**config.mk**
```make
export PLATFORM = sky130hd
export DESIGN_NAME = sdram_refresh_mgr
export DESIGN_NICKNAME = d
export VERILOG_FILES = /design/src/rtl/sdram_ref_pkg.sv /design/src/rtl/ref_interval_timer.sv /design/src/rtl/ref_wait_cnt.sv /design/src/rtl/ref_sequencer.sv /design/src/rtl/sdram_refresh_mgr.sv
export SDC_FILE = /design/constraint.sdc
export NUM_CORES = 1
export LEC_CHECK = 0
export BUFFER_PORTS_ARGS = -buffer_cell sky130_fd_sc_hd__buf_4
export CORE_ASPECT_RATIO = 0.9
export CORE_UTILIZATION = 35
export DETAILED_ROUTE_END_ITERATION = 7
export PLACE_DENSITY_LB_ADDON = 0.2
export SLEW_MARGIN = 40
export SYNTH_ARGS = -nofsm -noshare
export SYNTH_HDL_FRONTEND = slang
export SYNTH_HIERARCHICAL = 1
export SYNTH_SLANG_ARGS = --single-unit
export TNS_END_PERCENT = 10
```
**constraint.sdc**
```tcl
create_clock -name clk_i -period 7.9 [get_ports clk_i]
set_input_delay 0.395 -clock clk_i [delete_from_list [all_inputs] [get_ports clk_i]]
set_output_delay 0.395 -clock clk_i [all_outputs]
set_load 0.05 [all_outputs]
```
**src/rtl/sdram_ref_pkg.sv**
```systemverilog
package sdram_ref_pkg;

  typedef struct packed {
    logic cke;
    logic cs_n;
    logic ras_n;
    logic cas_n;
    logic we_n;
  } pin_set_t;

  localparam pin_set_t PINS_DESEL    = 5'b1_1111;
  localparam pin_set_t PINS_NOP      = 5'b1_0111;
  localparam pin_set_t PINS_AREF     = 5'b1_0001;
  localparam pin_set_t PINS_SR_ENTER = 5'b0_0001;
  localparam pin_set_t PINS_SR_HOLD  = 5'b0_1111;

  typedef enum logic [2:0] {
    ST_IDLE,
    ST_AREF,
    ST_AREF_GAP,
    ST_SR_ENTER,
    ST_SR_STAY,
    ST_SR_EXIT
  } seq_state_e;

endpackage

```
**src/rtl/ref_interval_timer.sv**
```systemverilog
module ref_interval_timer #(
  parameter int INTERVAL_CLKS = 1040,
  parameter int DEBT_MAX      = 8
) (
  input  logic clk_i,
  input  logic rst_ni,
  input  logic clr_i,
  input  logic take_i,
  output logic pending_o
);
  localparam int CW = $clog2(INTERVAL_CLKS);
  localparam int DW = $clog2(DEBT_MAX + 1);

  logic [CW-1:0] tick_q;
  logic [DW-1:0] owed_q;
  logic          expire;

  assign expire    = (tick_q == '0);
  assign pending_o = (owed_q != '0);

  always_ff @(posedge clk_i or negedge rst_ni) begin
    if (!rst_ni) begin
      tick_q <= CW'(INTERVAL_CLKS - 1);
      owed_q <= '0;
    end else if (clr_i) begin
      tick_q <= CW'(INTERVAL_CLKS - 1);
      owed_q <= '0;
    end else begin
      tick_q <= expire ? CW'(INTERVAL_CLKS - 1) : tick_q - 1'b1;
      case ({expire, take_i})
        2'b10:   if (owed_q != DW'(DEBT_MAX)) owed_q <= owed_q + 1'b1;
        2'b01:   owed_q <= owed_q - 1'b1;
        default: owed_q <= owed_q;
      endcase
    end
  end

  assert_owed_bound_R2: assert property (@(posedge clk_i) disable iff (!rst_ni)
    owed_q <= DW'(DEBT_MAX));

  assert_take_needs_owed_R4: assert property (@(posedge clk_i) disable iff (!rst_ni)
    take_i |-> (owed_q != '0));

endmodule

```
**src/rtl/ref_wait_cnt.sv**
```systemverilog
module ref_wait_cnt #(
  parameter int W = 4
) (
  input  logic         clk_i,
  input  logic         rst_ni,
  input  logic         load_i,
  input  logic [W-1:0] val_i,
  output logic         done_o
);
  logic [W-1:0] cnt_q;

  assign done_o = (cnt_q == '0);

  always_ff @(posedge clk_i or negedge rst_ni) begin
    if (!rst_ni)          cnt_q <= '0;
    else if (load_i)      cnt_q <= val_i;
    else if (cnt_q != '0) cnt_q <= cnt_q - 1'b1;
  end

endmodule

```
**src/rtl/ref_sequencer.sv**
```systemverilog
module ref_sequencer
  import sdram_ref_pkg::*;
#(
  parameter int RFC     = 10,
  parameter int RAS     = 6,
  parameter int XSR     = 10,
  parameter int CATCHUP = 2,
  parameter int W       = 4
) (
  input  logic         clk_i,
  input  logic         rst_ni,
  input  logic         grant_i,
  input  logic         sr_req_i,
  input  logic         wake_i,
  input  logic         pending_i,
  input  logic         wait_done_i,
  output logic         wait_load_o,
  output logic [W-1:0] wait_val_o,
  output logic         take_o,
  output logic         clr_o,
  output pin_set_t     pins_o,
  output logic         busy_o,
  output logic         ready_o,
  output logic         req_o
);
  localparam int CCW = $clog2(CATCHUP + 1);

  seq_state_e     state_q, state_d;
  logic           rec_q, rec_d;
  logic [CCW-1:0] catch_q, catch_d;

  always_comb begin
    state_d     = state_q;
    rec_d       = rec_q;
    catch_d     = catch_q;
    wait_load_o = 1'b0;
    wait_val_o  = '0;
    take_o      = 1'b0;
    unique case (state_q)
      ST_IDLE: begin
        if (grant_i && (sr_req_i || pending_i)) begin
          if (sr_req_i) begin
            state_d = ST_SR_ENTER;
            rec_d   = 1'b1;
          end else begin
            state_d = ST_AREF;
          end
        end
      end
      ST_AREF: begin
        wait_load_o = 1'b1;
        wait_val_o  = W'(RFC - 2);
        state_d     = ST_AREF_GAP;
        if (rec_q && catch_q != '0) catch_d = catch_q - 1'b1;
        else                        take_o  = 1'b1;
      end
      ST_AREF_GAP: begin
        if (wait_done_i) begin
          if (rec_q && catch_q != '0) begin
            state_d = ST_AREF;
          end else begin
            rec_d = 1'b0;
            if (sr_req_i) begin
              state_d = ST_SR_ENTER;
              rec_d   = 1'b1;
            end else if (pending_i) begin
              state_d = ST_AREF;
            end else begin
              state_d = ST_IDLE;
            end
          end
        end
      end
      ST_SR_ENTER: begin
        wait_load_o = 1'b1;
        wait_val_o  = W'(RAS - 2);
        state_d     = ST_SR_STAY;
      end
      ST_SR_STAY: begin
        if (wait_done_i && wake_i) begin
          wait_load_o = 1'b1;
          wait_val_o  = W'(XSR - 1);
          catch_d     = CCW'(CATCHUP);
          state_d     = ST_SR_EXIT;
        end
      end
      ST_SR_EXIT: begin
        if (wait_done_i) state_d = ST_AREF;
      end
      default: state_d = ST_IDLE;
    endcase
  end

  always_ff @(posedge clk_i or negedge rst_ni) begin
    if (!rst_ni) begin
      state_q <= ST_IDLE;
      rec_q   <= 1'b0;
      catch_q <= '0;
    end else begin
      state_q <= state_d;
      rec_q   <= rec_d;
      catch_q <= catch_d;
    end
  end

  always_comb begin
    unique case (state_q)
      ST_AREF:     pins_o = PINS_AREF;
      ST_AREF_GAP: pins_o = PINS_NOP;
      ST_SR_ENTER: pins_o = PINS_SR_ENTER;
      ST_SR_STAY:  pins_o = PINS_SR_HOLD;
      ST_SR_EXIT:  pins_o = PINS_NOP;
      default:     pins_o = PINS_DESEL;
    endcase
  end

  assign busy_o  = (state_q != ST_IDLE);
  assign ready_o = !rec_q;
  assign req_o   = (state_q == ST_IDLE) && (sr_req_i || pending_i);
  assign clr_o   = (state_q == ST_SR_ENTER) || (state_q == ST_SR_STAY) ||
                   (state_q == ST_SR_EXIT);

  // Spacing and residency counters feed only the checks below
  logic [W-1:0] gap_q, low_q;
  always_ff @(posedge clk_i or negedge rst_ni) begin
    if (!rst_ni) begin
      gap_q <= '1;
      low_q <= '0;
    end else begin
      if (state_q == ST_AREF) gap_q <= W'(1);
      else if (gap_q != '1)   gap_q <= gap_q + 1'b1;
      if (pins_o.cke)         low_q <= '0;
      else if (low_q != '1)   low_q <= low_q + 1'b1;
    end
  end

  assert_rfc_spacing_R5: assert property (@(posedge clk_i) disable iff (!rst_ni)
    (state_q == ST_AREF) |-> (gap_q >= W'(RFC)));

  assert_min_residency_R8: assert property (@(posedge clk_i) disable iff (!rst_ni)
    $rose(pins_o.cke) |-> (low_q >= W'(RAS)));

  assert_grant_ignored_R3: assert property (@(posedge clk_i) disable iff (!rst_ni)
    (state_q == ST_IDLE && !sr_req_i && !pending_i) |=> (state_q == ST_IDLE));

endmodule

```
**src/rtl/sdram_refresh_mgr.sv**
```systemverilog
module sdram_refresh_mgr
  import sdram_ref_pkg::*;
#(
  parameter int INTERVAL_CLKS = 1040,
  parameter int DEBT_MAX      = 8,
  parameter int T_RFC_CLKS    = 10,
  parameter int T_RAS_CLKS    = 6,
  parameter int T_XSR_CLKS    = 10,
  parameter int CATCHUP_REFS  = 2
) (
  input  logic clk_i,
  input  logic rst_ni,
  input  logic grant_i,
  input  logic self_ref_req_i,
  input  logic wake_i,
  output logic ref_req_o,
  output logic busy_o,
  output logic ready_o,
  output logic cke_o,
  output logic cs_no,
  output logic ras_no,
  output logic cas_no,
  output logic we_no
);
  localparam int RFC_EFF = (T_RFC_CLKS < 2) ? 2 : T_RFC_CLKS;
  localparam int RAS_EFF = (T_RAS_CLKS < 2) ? 2 : T_RAS_CLKS;
  localparam int XSR_EFF = (T_XSR_CLKS < 2) ? 2 : T_XSR_CLKS;
  localparam int CU_EFF  = (CATCHUP_REFS < 1) ? 1 : CATCHUP_REFS;
  localparam int MAXW_A  = (RFC_EFF > RAS_EFF) ? RFC_EFF : RAS_EFF;
  localparam int MAXW    = (MAXW_A > XSR_EFF) ? MAXW_A : XSR_EFF;
  localparam int W       = $clog2(MAXW + 1);

  logic         pending, take, clr, wait_load, wait_done;
  logic [W-1:0] wait_val;
  pin_set_t     pins;

  ref_interval_timer #(
    .INTERVAL_CLKS(INTERVAL_CLKS),
    .DEBT_MAX     (DEBT_MAX)
  ) u_timer (
    .clk_i    (clk_i),
    .rst_ni   (rst_ni),
    .clr_i    (clr),
    .take_i   (take),
    .pending_o(pending)
  );

  ref_wait_cnt #(.W(W)) u_wait (
    .clk_i (clk_i),
    .rst_ni(rst_ni),
    .load_i(wait_load),
    .val_i (wait_val),
    .done_o(wait_done)
  );

  ref_sequencer #(
    .RFC    (RFC_EFF),
    .RAS    (RAS_EFF),
    .XSR    (XSR_EFF),
    .CATCHUP(CU_EFF),
    .W      (W)
  ) u_seq (
    .clk_i      (clk_i),
    .rst_ni     (rst_ni),
    .grant_i    (grant_i),
    .sr_req_i   (self_ref_req_i),
    .wake_i     (wake_i),
    .pending_i  (pending),
    .wait_done_i(wait_done),
    .wait_load_o(wait_load),
    .wait_val_o (wait_val),
    .take_o     (take),
    .clr_o      (clr),
    .pins_o     (pins),
    .busy_o     (busy_o),
    .ready_o    (ready_o),
    .req_o      (ref_req_o)
  );

  assign cke_o  = pins.cke;
  assign cs_no  = pins.cs_n;
  assign ras_no = pins.ras_n;
  assign cas_no = pins.cas_n;
  assign we_no  = pins.we_n;

  assert_entry_cmd_R7: assert property (@(posedge clk_i) disable iff (!rst_ni)
    $fell(cke_o) |-> (!cs_no && !ras_no && !cas_no && we_no));

  assert_exit_nop_R9: assert property (@(posedge clk_i) disable iff (!rst_ni)
    $rose(cke_o) |-> (!cs_no && ras_no && cas_no && we_no));

  assert_not_ready_in_sr_R10: assert property (@(posedge clk_i) disable iff (!rst_ni)
    !cke_o |-> !ready_o);

  assert_quiet_when_free_R6: assert property (@(posedge clk_i) disable iff (!rst_ni)
    !busy_o |-> (cs_no && cke_o));

endmodule

```
=== Word-level counts from Yosys, hierarchy flattened ===
Cells that the tools add are included.

* Output and inout bits: 8
* Register bits after elaboration: 25
* Input port bits: 5
* Word-level logic and storage cells: 84

* Reductions and logical operators: 25
* Equality and inequality tests: 16
* Add/subtract/negate cells: 5
* Muxes and demuxes: 32

{| class="wikitable"
|+ Operator list
! cell !! number
|-
| two-way mux 11 bit || 2
|-
| two-way mux 4 bit || 5
|-
| case mux 5 bit (4 select lines) || 1
|-
| two-way mux 3 bit || 6
|-
| case mux 3 bit (6 select lines) || 1
|-
| case mux 4 bit (3 select lines) || 1
|-
| logical NOT 11 bit || 1
|-
| subtractor 11 x 1 -> 11 bit (second input constant) || 1
|-
| != test 2 x 1 -> 1 bit (second input constant) || 5
|-
| two-way mux 1 bit || 9
|-
| case mux 4 bit (2 select lines) || 1
|-
| nonzero test 2 bit || 4
|-
| nonzero test 4 bit || 2
|-
| subtractor 4 x 1 -> 4 bit (second input constant) || 2
|-
| == test 3 x 2 -> 1 bit (second input constant) || 2
|-
| == test 3 bit (second input constant) || 2
|-
| two-way mux 2 bit || 3
|-
| nonzero test 3 bit || 2
|-
| AND reduction 5 bit || 1
|-
| adder 4 x 1 -> 4 bit (second input constant) || 1
|-
| logical AND 1 bit || 4
|-
| logical NOT 4 bit || 1
|-
| != test 2 bit (second input constant) || 2
|-
| != test 4 bit (second input constant) || 1
|-
| other kinds (14) || 18
|}

=== Depth between registers and ports, before layout ===
* Depth after elaboration: 7
* Gate-level depth with buffers: 11
* Depth with buffers taken out: 11

=== Hierarchy ===
The synthesis kept the hierarchy.

{| class="wikitable"
|+ Modules (own cells, without submodules)
! module !! area each (um^2) !! instances !! cells each
|-
| ref_interval_timer || 824.5 || 1 || 82
|-
| ref_sequencer || 466.7 || 1 || 59
|-
| ref_wait_cnt || 234.0 || 1 || 22
|}

=== Worst setup path after synthesis ===
OpenSTA, ideal clock, no wires.

* Path kind: reg2reg
* Start: register u_timer.tick_q[0]
* End: register u_timer.owed_q[3]
* Stages on the path, launching flop included: 12
* Clock period less this slack: 2,773 ps
* Slack: 5,127 ps
* Setup time: 125 ps
* Path buffers: 0
* Data arrival time: 2,648 ps
* Cell sequence: dfstp_2 > inv_1 > ha_1 > or4b_1 > nor4_4 > and2b_2 > ha_1 > nand3_1 > a21oi_1 > and3_1 > a31oi_1 > mux2_2

* Cells in the longest elaborated chain, start to end: 4
* Elaborated cells on any way between the ends: 8
* Those cells by class: eq/ne: 3; mux: 2; reduce/logical: 3

{| class="wikitable"
|+ Ends and longest elaborated chain
! element !! RTL line !! source
|-
| start: declaration || ref_interval_timer.sv:14 || <nowiki>logic [CW-1:0] tick_q;</nowiki>
|-
| start signal: assignment || ref_interval_timer.sv:23 || <nowiki>tick_q <= CW'(INTERVAL_CLKS - 1);</nowiki>
|-
| start signal: assignment || ref_interval_timer.sv:26 || <nowiki>tick_q <= CW'(INTERVAL_CLKS - 1);</nowiki>
|-
| start signal: assignment || ref_interval_timer.sv:29 || <nowiki>tick_q <= expire ? CW'(INTERVAL_CLKS - 1) : tick_q - 1'b1;</nowiki>
|-
| logical NOT 11 bit * || ref_interval_timer.sv:18 || <nowiki>assign expire = (tick_q == '0);</nowiki>
|-
| == test 2 x 1 -> 1 bit or == test 2 bit (tied branches) || ref_interval_timer.sv:30 || <nowiki>case ({expire, take_i})</nowiki>
|-
| case mux 4 bit (2 select lines) (tied with other cells) || ref_interval_timer.sv:30 ||
|-
| two-way mux 4 bit or AND reduction 2 bit (tied branches) || - ||
|-
| end signal: assignment || ref_interval_timer.sv:31 || <nowiki>2'b10: if (owed_q != DW'(DEBT_MAX)) owed_q <= owed_q + 1'b1;</nowiki>
|-
| end signal: assignment || ref_interval_timer.sv:32 || <nowiki>2'b01: owed_q <= owed_q - 1'b1;</nowiki>
|-
| end signal: assignment || ref_interval_timer.sv:33 || <nowiki>default: owed_q <= owed_q;</nowiki>
|-
| end: declaration || ref_interval_timer.sv:15 || <nowiki>logic [DW-1:0] owed_q;</nowiki>
|}

Every way passes the cells marked *; elsewhere a longest branch is shown, timed or not.
A chain may end at the register's enable or synchronous reset.

=== Final worst setup path ===
Same ends and word-level chain as after synthesis.

==> impl_metrics.env <==
export IMPL_synth_nets=173
export IMPL_antenna_diode_count=0
export IMPL_seq_area_frac_synth=0.414
export IMPL_timing_worst_setup_path_type="reg2reg"
export IMPL_fin_tns_setup_ps=0
export IMPL_global_route_usage_total=0.138
export IMPL_timing_max_transition_violations_final=0
export IMPL_tritoncts="built"
export IMPL_status="finished clean"
export IMPL_die_h_um=64.6
export IMPL_final_min_clock_period_ps=2950
export IMPL_final_setup_viol_count=0
export IMPL_detail_route_iter0_violations=47
export IMPL_port_buffers=11
export IMPL_via_count=1138
export IMPL_die_width_um=71.6
export IMPL_r2r_slack_ps=4950
export IMPL_cts_inserted_buffers=3
export IMPL_post_cts_resize_count=0
export IMPL_reg2regPathDepth=11
export IMPL_die_ar_um2=4630
export IMPL_cp_num_buf_inv=1
export IMPL_max_stage_delay_ps=540
export IMPL_detailedRoute_firstPassIterationCount=4
export IMPL_hold_path_class="in2async"
export IMPL_drt_vias_per_instance=5.17
export IMPL_yosys_warnings=6
export IMPL_ys_dominant_reg_cell="dfrtp_1"
export IMPL_post_synth_inst_count=163
export IMPL_cts_max_level=1
export IMPL_detailed_place_area_um2=1630
export IMPL_critical_path_peak_fanout=4
export IMPL_worst_r2r_startpoint="u_timer/tick_q[0]"
export IMPL_cts_root_to_sink_buffers=2
export IMPL_total_of_hold_buffers_inserted_after_clock_tree_synthesis=0
export IMPL_layout_worst_path_cycle_share=0.373
export IMPL_place_congestion=0.758
export IMPL_ios=13
export IMPL_worstMarginPinSlew_ps=611
export IMPL_synth_edff_count=0
export IMPL_grt_antenna_before_repair=0
export IMPL_master_cell_of_the_clock_root_buffer="clkbuf_8"
export IMPL_row_count=22
export IMPL_clock_skew_ps=1.27
export IMPL_post_cts_repair_setup_buffers=0
export IMPL_drtAntennaViolNets=0
export IMPL_clk_latency_ps=270
export IMPL_setup_worst_path_end_class="register"
export IMPL_most_common_layout_cells="dfrtp_1 (20), nor2_1 (18), inv_1 (13), buf_4 (11), nand2_1 (11)"
export IMPL_cellLeakagePower_uw=0.000774
export IMPL_power_ir_vdd_worst_mv=0.212
export IMPL_cap_violations=0
export IMPL_clkTransAtPathRegs_ps=80
export IMPL_number_of_nets_at_the_end_of_the_flow=183
export IMPL_timing_critical_path_required_ps=8060
export IMPL_cp_data_arrival_time_ps=3110
export IMPL_grt_pass1_vias=1123
export IMPL_initial_utilization=0.369
export IMPL_critical_path_cell_chain="inv_1, ha_1, or4b_1, nor4_4, and2b_2, ha_1, nand3_1, a21oi_1, and3_1, a31oi_1, mux2_2"
export IMPL_power_density_cell_area_nw_per_um2=416
export IMPL_core_area_um2=4130
export IMPL_max_slew_margin=0.590
export IMPL_unrepaired_setup_endpoints_after_global_routing="no"
export IMPL_routed_wirelength_mm=2.73
export IMPL_start_kind="register"
export IMPL_grt_max_degree=26
export IMPL_grt_pass1_wl_mm=5.02
export IMPL_critPathMostFrequentCell="ha_1"
export IMPL_hold_viol_final=0
export IMPL_detailedPlacementHpwl_mm=2.07
export IMPL_drc=0
export IMPL_worst_path_dominant_cell_family="simple AND/OR/NAND/NOR gates"
export IMPL_synth_async_reset_ratio=1.00
export IMPL_wl_per_cell_um=12.4
export IMPL_crit_path_top_delay_cell="or4b_1"
export IMPL_synth_seq_cells=25
export IMPL_reg_to_reg_endpoint="u_timer/owed_q[3]"
export IMPL_numClockSinks=25
export IMPL_drive_gt1_frac=0.192
export IMPL_layout_core_utilization=0.407
export IMPL_final_common_cell="dfrtp_1"
export IMPL_synth_lib_cells_used_distinct=48
export IMPL_gr_total_overflow=0
export IMPL_fmax_mhz=339
export IMPL_post_synthesis_cell_area_um2=1530
export IMPL_area_delta_synth_final_pct=10.1
export IMPL_post_synth_cell_area_avg_um2=9.36
export IMPL_design_area_um2=1680
==> synth_stat cells, types with 2 or more instances <==
library cell	instances	area, um2
mux2_2	3	33.8
nand2_1	11	41.3
or3_1	2	12.5
a21oi_1	6	30.0
nor3_1	6	30.0
buf_4	3	22.5
or2_2	2	12.5
xnor2_1	7	61.3
and2b_2	2	17.5
dfrtp_1	20	500
mux2i_1	4	40.0
ha_1	5	62.6
nand3_1	3	15.0
and3_1	2	12.5
inv_1	13	48.8
nor2b_1	3	18.8
xor2_1	3	26.3
nor2_1	18	67.6
clkbuf_1	3	11.3
nor3b_1	4	30.0
dfstp_2	5	131
nand2b_1	5	31.3
conb_1	2	7.51
o21ai_0	7	35.0
==> routing by layer <==
layer  vias to the layer above  wire length [um]  global-route usage
met2                        20              1160               0.220
li1                        574                 -                   -
met3                         4                79              0.0187
met1                       540              1440               0.188
met4                         0                50              0.0588
met5                         -                 0                   0
==> sequential cells by signal (all words and copies together), names as in the netlist <==
signal / flops
u_seq/state_q: 3
u_timer/tick_q: 11
u_wait/cnt_q: 4
u_seq/rec_q: 1
u_seq/catch_q: 2
u_timer/owed_q: 4
==> logic make-up (layout without fill, tap and decap cells) <==
| kind of cell | count (synthesis) | after routing | synth area share |
|---|---|---|---|
| AND/OR/NAND/NOR | 69 | 69 | 0.266 |
| flip-flops | 25 | 25 | 0.414 |
| AO/OA/AOI/OAI | 26 | 26 | 0.114 |
| XOR/XNOR | 10 | 10 | 0.0574 |
| adder cells (fa/ha/maj) | 5 | 5 | 0.0410 |
| buffers and inverters | 19 | 28 | 0.0541 |
| other | 2 | 2 | 0.00492 |
| multiplexers | 7 | 7 | 0.0484 |
==> metrics by stage <==
stage / hold WS [ps] / total power, uW / worst slack, ps / cells
2_1_floorplan: 99.4 / 542 / 5130 / 163
3_3_place_gp: 322 / 620 / 5040 / 216
3_5_place_dp: 326 / 628 / 4980 / 216
4_1_cts: 25.2 / 708 / 4950 / 220
5_1_grt: 29.1 / 763 / 4790 / 220
6_report: 18.5 / 699 / 4950 / 220
==> worst max-delay path by stage <==
stage                     cells past startpoint  slack (ps)           endpoint         startpoint
after floorplan                              11        5130  u_timer/owed_q[3]  u_timer/tick_q[0]
after global placement                       11        5040  u_timer/owed_q[3]  u_timer/tick_q[0]
after detailed placement                     11        4980  u_timer/owed_q[3]  u_timer/tick_q[0]
after CTS                                    11        4950  u_timer/owed_q[3]  u_timer/tick_q[0]
after global routing                         11        4790  u_timer/owed_q[3]  u_timer/tick_q[0]
final                                        11        4950  u_timer/owed_q[3]  u_timer/tick_q[0]
==> where the power goes <==
group	internal [uW]	total (uW)	switching (uW)
Combinational	157	385	227
Clock	36.1	75.7	39.6
Sequential	185	238	53.8
==> worst reg2reg max path, delay by kind of cell, from the launching register on <==
family | cells | cell delay, ps
simple gates | 5 | 1340
mux | 1 | 350
compound gates | 2 | 210
buf+inv | 1 | 50
flops | 1 | 390
fa+ha+maj | 2 | 490
==> final cells by class <==
class	count	area (um2)
fill	416	2450
multi-input combinational	119	811
sequential	25	632
timing repair buffer	11	82.6
tap	48	60.1
inverter	13	48.8
clock buffer	4	45.0
No activity file was read; power rests on OpenSTA's default activity.
